--- config.mk ---
export PLATFORM = sky130hd
export DESIGN_NAME = line_sweep_top
export DESIGN_NICKNAME = d
export VERILOG_FILES = /design/src/rtl/line_sweep_pkg.sv /design/src/rtl/line_sweep_dp.sv /design/src/rtl/line_sweep_ctl.sv /design/src/rtl/line_sweep_top.sv
export SDC_FILE = /design/constraint.sdc
export NUM_CORES = 1
export LEC_CHECK = 0
export BUFFER_PORTS_ARGS = -buffer_cell sky130_fd_sc_hd__buf_4
export CORE_ASPECT_RATIO = 1.5
export CORE_UTILIZATION = 25
export DETAILED_ROUTE_END_ITERATION = 8
export PLACE_DENSITY = 0.41
export SYNTH_ARGS = -nofsm -noshare
export SYNTH_HDL_FRONTEND = slang
export SYNTH_HIERARCHICAL = 1
export SYNTH_SLANG_ARGS = --single-unit
--- constraint.sdc ---
create_clock -name clk -period 4.42 [get_ports clk]
set_input_delay 0.884 -clock clk [delete_from_list [all_inputs] [get_ports clk]]
set_output_delay 0.884 -clock clk [all_outputs]
set_load 0.01 [all_outputs]
--- src/rtl/line_sweep_pkg.sv ---
package line_sweep_pkg;

  typedef enum logic [1:0] {
    OP_FLUSH_DROP = 2'd0,
    OP_DROP_ONLY  = 2'd1,
    OP_PUBLISH    = 2'd2,
    OP_RESERVED   = 2'd3
  } sweepOp_e;

  // strobes from control to datapath
  typedef struct packed {
    logic loadFirst;
    logic loadLimit;
    logic launch;
    logic advance;
  } sweepCmd_t;

  localparam logic [4:0] OFS_FIRST = 5'h00;
  localparam logic [4:0] OFS_LIMIT = 5'h08;
  localparam logic [4:0] OFS_CTRL  = 5'h10;

endpackage

--- src/rtl/line_sweep_dp.sv ---
module line_sweep_dp
  import line_sweep_pkg::*;
#(
  parameter int ADDR_W     = 40,
  parameter int LINE_BYTES = 64
) (
  input  logic              clk,
  input  logic              rstN,
  input  sweepCmd_t         cmd,
  input  logic [63:0]       wrData,
  output logic [ADDR_W-1:0] firstQ,
  output logic [ADDR_W-1:0] limitQ,
  output logic [ADDR_W-1:0] curLine,
  output sweepOp_e          opQ,
  output logic              rangeDone,
  output logic              lastLine,
  output logic              skipOp
);
  localparam int OFF_W = $clog2(LINE_BYTES);

  logic              emptyQ;
  logic [ADDR_W:0]   nextLine;
  logic [ADDR_W-1:0] alignedFirst;

  generate
    if (OFF_W == 0) begin : g_noAlign
      assign alignedFirst = firstQ;
    end else begin : g_align
      assign alignedFirst = {firstQ[ADDR_W-1:OFF_W], {OFF_W{1'b0}}};
    end
  endgenerate

  assign nextLine  = {1'b0, curLine} + (ADDR_W+1)'(LINE_BYTES);
  assign rangeDone = emptyQ || (curLine >= limitQ);
  assign lastLine  = nextLine >= {1'b0, limitQ};
  assign skipOp    = (opQ == OP_RESERVED);

  always_ff @(posedge clk or negedge rstN) begin
    if (!rstN) begin
      firstQ  <= '0;
      limitQ  <= '0;
      curLine <= '0;
      opQ     <= OP_FLUSH_DROP;
      emptyQ  <= 1'b0;
    end else begin
      if (cmd.loadFirst) firstQ <= wrData[ADDR_W-1:0];
      if (cmd.loadLimit) limitQ <= wrData[ADDR_W-1:0];
      if (cmd.launch) begin
        curLine <= alignedFirst;
        opQ     <= sweepOp_e'(wrData[2:1]);
        emptyQ  <= (limitQ <= firstQ);
      end else if (cmd.advance) begin
        curLine <= nextLine[ADDR_W-1:0];
      end
    end
  end
endmodule

--- src/rtl/line_sweep_ctl.sv ---
module line_sweep_ctl
  import line_sweep_pkg::*;
(
  input  logic      clk,
  input  logic      rstN,
  input  logic      regWrEn,
  input  logic [4:0] regAddr,
  input  logic      goBit,
  input  logic      rangeDone,
  input  logic      lastLine,
  input  logic      skipOp,
  input  logic      reqReady,
  output sweepCmd_t cmd,
  output logic      busy,
  output logic      reqValid
);
  typedef enum logic {ST_IDLE, ST_WALK} ctlState_e;
  ctlState_e state, stateNext;

  logic wrOk;

  assign busy     = (state == ST_WALK);
  assign wrOk     = regWrEn && !busy;
  assign reqValid = busy && !skipOp && !rangeDone;

  always_comb begin
    cmd.loadFirst = wrOk && (regAddr == OFS_FIRST);
    cmd.loadLimit = wrOk && (regAddr == OFS_LIMIT);
    cmd.launch    = wrOk && (regAddr == OFS_CTRL) && goBit;
    cmd.advance   = reqValid && reqReady;
  end

  always_comb begin
    stateNext = state;
    case (state)
      ST_IDLE: if (cmd.launch) stateNext = ST_WALK;
      ST_WALK: begin
        if (skipOp || rangeDone)         stateNext = ST_IDLE;
        else if (cmd.advance && lastLine) stateNext = ST_IDLE;
      end
      default: stateNext = ST_IDLE;
    endcase
  end

  always_ff @(posedge clk or negedge rstN) begin
    if (!rstN) state <= ST_IDLE;
    else       state <= stateNext;
  end
endmodule

--- src/rtl/line_sweep_top.sv ---
module line_sweep_top
  import line_sweep_pkg::*;
#(
  parameter int ADDR_W     = 40,
  parameter int LINE_BYTES = 64
) (
  input  logic              clk,
  input  logic              rstN,
  input  logic [4:0]        regAddr,
  input  logic              regWrEn,
  input  logic [63:0]       regWrData,
  output logic [63:0]       regRdData,
  output logic              reqValid,
  input  logic              reqReady,
  output logic [ADDR_W-1:0] reqLineAddr,
  output logic [1:0]        reqMode
);
  sweepCmd_t         cmd;
  logic              busyNow, rangeDone, lastLine, skipOp;
  logic [ADDR_W-1:0] firstQ, limitQ, curLine;
  sweepOp_e          opQ;

  line_sweep_ctl uCtl (
    .clk(clk), .rstN(rstN), .regWrEn(regWrEn), .regAddr(regAddr),
    .goBit(regWrData[0]), .rangeDone(rangeDone), .lastLine(lastLine),
    .skipOp(skipOp), .reqReady(reqReady), .cmd(cmd), .busy(busyNow),
    .reqValid(reqValid)
  );

  line_sweep_dp #(.ADDR_W(ADDR_W), .LINE_BYTES(LINE_BYTES)) uDp (
    .clk(clk), .rstN(rstN), .cmd(cmd), .wrData(regWrData),
    .firstQ(firstQ), .limitQ(limitQ), .curLine(curLine), .opQ(opQ),
    .rangeDone(rangeDone), .lastLine(lastLine), .skipOp(skipOp)
  );

  assign reqLineAddr = curLine;
  assign reqMode     = opQ;

  always_comb begin
    regRdData = '0;
    case (regAddr)
      OFS_FIRST: regRdData[ADDR_W-1:0] = firstQ;
      OFS_LIMIT: regRdData[ADDR_W-1:0] = limitQ;
      OFS_CTRL:  regRdData[2:0]        = {opQ, busyNow};
      default:   regRdData             = '0;
    endcase
  end
endmodule

After elaboration in Yosys (flattened, before gate mapping)
Cells that the tools add are included.
Storage, ports and cells
  bits in read-only memories: 0
  word-level logic and storage cells: 38
  bits in latches: 0
  memory bits (writable): 0
  flip-flop bits (word level): 124
  memories kept: 0
  output and inout bits: 107
Operators by class
  mux-type cells: 8
  order comparisons: 3
  reductions and logical operators: 16
  $add $sub $neg: 1
  $mul: 0
  shifts and indexed selects: 0
  equal/unequal tests: 3
  div/mod/pow operators: 0
  bitwise operators: 1
Operators with widths (number)
  $mux 40: 2
  $pmux 37 s2: 1
  $add 40x7->41 const B: 1
  $ge 41x40->1: 1
  $ge 40x40->1: 1
  $le 40x40->1: 1
  $logic_and 1x1->1: 9
  $pmux 3 s3: 1
  $eq 5x4->1 const B: 1
  $eq 5x5->1 const B: 1
  $logic_not 5->1: 1
  $logic_not 1->1: 3
  $mux 1: 3
  $eq 2x2->1 const B: 1
  $logic_or 1x1->1: 2
  $pmux 1 s2: 1
  $reduce_bool 2->1: 1
  $not 1->1: 1

Depth between registers and ports, before layout
  word-level depth: 9
  depth in mapped cells: 17

By module
Netlist, hierarchy kept.
Modules (own cells, without submodules)
  line_sweep_dp: area each 7930.1 um2, cells each 903, instances 1
  line_sweep_top: area each 867.1 um2, cells each 122, instances 1
  line_sweep_ctl: area each 108.9 um2, cells each 12, instances 1

Least setup slack after synthesis
OpenSTA, ideal clock, no wires.
  path kind: flip-flop to flip-flop
  from: register uDp.curLine[25]
  to: register uDp.curLine[18]
  clock period less this slack: 3.243 ns
  data required time: 4.337 ns
  stages on the path, launching flop included: 14
  buffers on the path: 1
  setup time: 0.083 ns
  data arrival time: 3.160 ns
  slack: 1.177 ns
  cell sequence: dfrtp_1 ha_1 a21o_1 a21o_1 a21oi_1 o21ai_0 a2111oi_0 o21ai_0 nor3b_1 and2_1 buf_1 nand2_1 xor2_1 o21ai_0
RTL lines
  start, declared: line line_sweep_dp.sv:13  | output logic [ADDR_W-1:0] curLine,
  start signal, assigned: line line_sweep_dp.sv:49  | curLine <= alignedFirst;
  start signal, assigned: line line_sweep_dp.sv:53  | curLine <= nextLine[ADDR_W-1:0];

Worst setup path after layout
  from: register uDp.limitQ[29]
  to: output port reqValid
Between the ends
  word-level cells in the longest chain between the ends: 4
RTL lines
  start, declared: line line_sweep_dp.sv:12  | output logic [ADDR_W-1:0] limitQ,
  start signal, assigned: line line_sweep_dp.sv:47  | if (cmd.loadLimit) limitQ <= wrData[ADDR_W-1:0];
  $ge 40x40->1: line line_sweep_dp.sv:34  | assign rangeDone = emptyQ || (curLine >= limitQ);
  $logic_or 1x1->1: line line_sweep_dp.sv:34
  via rangeDone: line line_sweep_top.sv:19  | logic busyNow, rangeDone, lastLine, skipOp;
  $logic_not 1->1: line line_sweep_ctl.sv:24  | assign reqValid = busy && !skipOp && !rangeDone;
  $logic_and 1x1->1: line line_sweep_ctl.sv:24
  end, declared: line line_sweep_top.sv:13  | output logic reqValid,
The timed path passes the listed nets, and every way through them passes these cells.

==> results.tsv <==
metric	value	unit
synth_area	8906	um^2
final-seq-area	2953	um^2
postCtsResizedCells	0	
fin_skew	9.977	ps
multi_input_area	5328	um^2
grt_max_degree	119	
die_w	156.1	um
routed_wl	28030	um
crit_start	uDp/limitQ[29]	
die_area	36400	um^2
powerDensity	440.4	nW/um^2
clock_path_buffers	2	
worstPathCellList	inv_1 -> ha_1 -> a21oi_1 -> nor2_1 -> a211oi_1 -> o21ai_0 -> a2111oi_0 -> o21ai_0 -> nor3b_1 -> buf_4 -> buf_4	
max_freq	251.5	MHz
core_area	35100	um^2
dp_hpwl	21750	um
yosysMostFrequentCell	nand2_1	
synth_cells	1037	
ys_warn_count	6	
postCtsSetupRepairBufs	0	
numCtsBuffers	17	
worst_slew_pin_slew	971.0	ps
ys_seq_area_share	33.16	%
setup_viol_count_final	0	
fin_crit_sh	89.96	%
synth_xor_area_share	6.392	%
drc	0	
p_leak	0.005218	uW
die_h	233.2	um
portBuffers	125	
via_per_inst	4.536	
setup_ws	443.9	ps
cts_tree	yes	
wire_per_inst	17.10	um
synth-seq-cells	118	
crit_slowest_cell	a2111oi_0	
path_class	reg2out	
hold_viol	0	
clock-root-buffer	clkbuf_16	
synth_commonest_cells	nand2_1, dfrtp_1, o21ai_0	
rsz0062_at_grt	false	
clock_latency	450	ps
fp-row-count	84	
start_util	25.37	%
ir_drop	0.2136	mV
syn_area_per_cell	8.588	um^2
synthMuxAreaShare	5.409	%
n_antenna_cell	0	
worstSetupEndpointType	output pin	
grt_use_total	16.09	%
netlist.top_cell.by_area	dfrtp_1	
postCtsHoldBufs	0	
cap_violations	0	
start_kind	register	
synth_top_family_by_area	simple AND/OR/NAND/NOR gates	
cpPeakStageDelay	420	ps
synth_fa_ha_area_share	15.31	%
slew_headroom	35.26	%
cts_sinks	118	
slew_viol_final	0	
grt_pass1_vias	7501	
ant_nets	0	
cp.required	3540	ps
reg2reg_from	uDp/curLine[6]	
fill_cells	3844	
area_delta_synth_final	22.28	%
reg2reg_slack	640	ps
post-place-ws	539.2	ps
final_layout_size_suffix_gt1_share	17.50	%
synth_flop_cell	dfrtp_1	
synth_cell_types	58	
antenna_found_initial	0	
drt_iter0_drc	312	
tns	0	ps
grt_pass1_wl	43240	um
async_flop_share	100.0	%
arrival	3090	ps
dr_total_vias	7434	
synth_area_leaders	dfrtp_1, ha_1, nand2_1	
final_nets	1335	
synth_edf_count	0	
synth_top_area_share	33.16	%
clk_pin_slew	60	ps
holdCritPathClass	in2async	
gp_congestion	0.8118	
dr.pass1.iters	4	
cp_max_fo	3	
synthSimpleGateAreaFrac	18.61	%
h-tree-depth	4	
overflow	0	
synth_compound_area_share	12.71	%
fin_crit	3976	ps
boundaryPins	180	
outcome	finished clean	
## cell usage in the layout (no fill, tap or decap), types with 13 or more instances in the layout
cell / n
o21ai_0: 111
conb_1: 30
nor2_1: 62
clkbuf_16: 17
nand2_1: 154
a211oi_1: 14
ha_1: 109
nand3_1: 25
mux2i_1: 38
and3_1: 13
xor2_1: 40
nand4_1: 38
buf_4: 142
dfrtp_1: 118
a21o_1: 15
inv_1: 78
a21oi_1: 40
xnor2_1: 25
## per-layer routing
metal	up-vias	track usage [%]	wire [um]
li1	3747	-	-
met1	3522	17.98	11580
met2	134	29.19	14660
met3	31	3.247	941
met4	0	7.047	840
met5	-	0	0
## final cells by class
type	count	area share, %
sequential	118	27.11
timing repair buffer	144	10.16
clock inverter	11	1.367
inverter	78	2.688
tap	473	5.434
clock buffer	21	4.320
multi-input combinational	794	48.92
## critical path: cells and delay by family (launching register included)
kind,cells,cell delay [ps]
adder cells (fa/ha/maj),1,270
buffers and inverters,3,460
flip-flops,1,400
AND/OR/NAND/NOR,2,310
AO/OA/AOI/OAI,5,1210
## path summary, 6_finish.rpt
kind	cells after the start	end
setup / recovery	11	reqValid
hold / removal	2	uDp/limitQ[3]
setup reg to reg	14	uCtl/busy
hold reg to reg	2	uDp/curLine[34]
max in group asynchronous	2	uDp/limitQ[24]
min in group clk	2	uDp/curLine[34]
## cell families (layout without fill, tap and decap cells)
group,Yosys count,after routing
mux,47,47
xor+xnor,65,65
compound gates,202,202
buf+inv,153,254
flops,118,118
other cells,2,30
fa+ha+maj,109,109
simple gates,341,341
## per-stage QoR
step | util, % | std cells | power, uW | area [um^2] | hold slack (ps)
final | 31.02 | 1639 | 4797 | 10890 | 503.3
after global routing | 31.02 | 1639 | 5176 | 10890 | 548.2
after floorplan | - | 1065 | 2681 | 9011 | 473.6
after detailed placement | 29.26 | 1607 | 3360 | 10270 | 492.9
after CTS | 31.02 | 1639 | 4878 | 10890 | 513.9
after global placement | 29.26 | 1607 | 3348 | 10270 | 493.6
## state kept, by name (all words and copies together), names as in the netlist
name,count
uCtl/busy,1
uDp/emptyQ,1
uDp/firstQ,40
uDp/limitQ,40
uDp/opQ,2
uDp/curLine,34
## power by group
part / switching (uW) / leakage [uW] / internal [uW]
Sequential: 297 / 0.00140 / 1320
Combinational: 955 / 0.00353 / 738
Clock: 552 / 0.000284 / 929
Total: 1800 / 0.00522 / 2990
No activity file was read; power rests on OpenSTA's default activity.
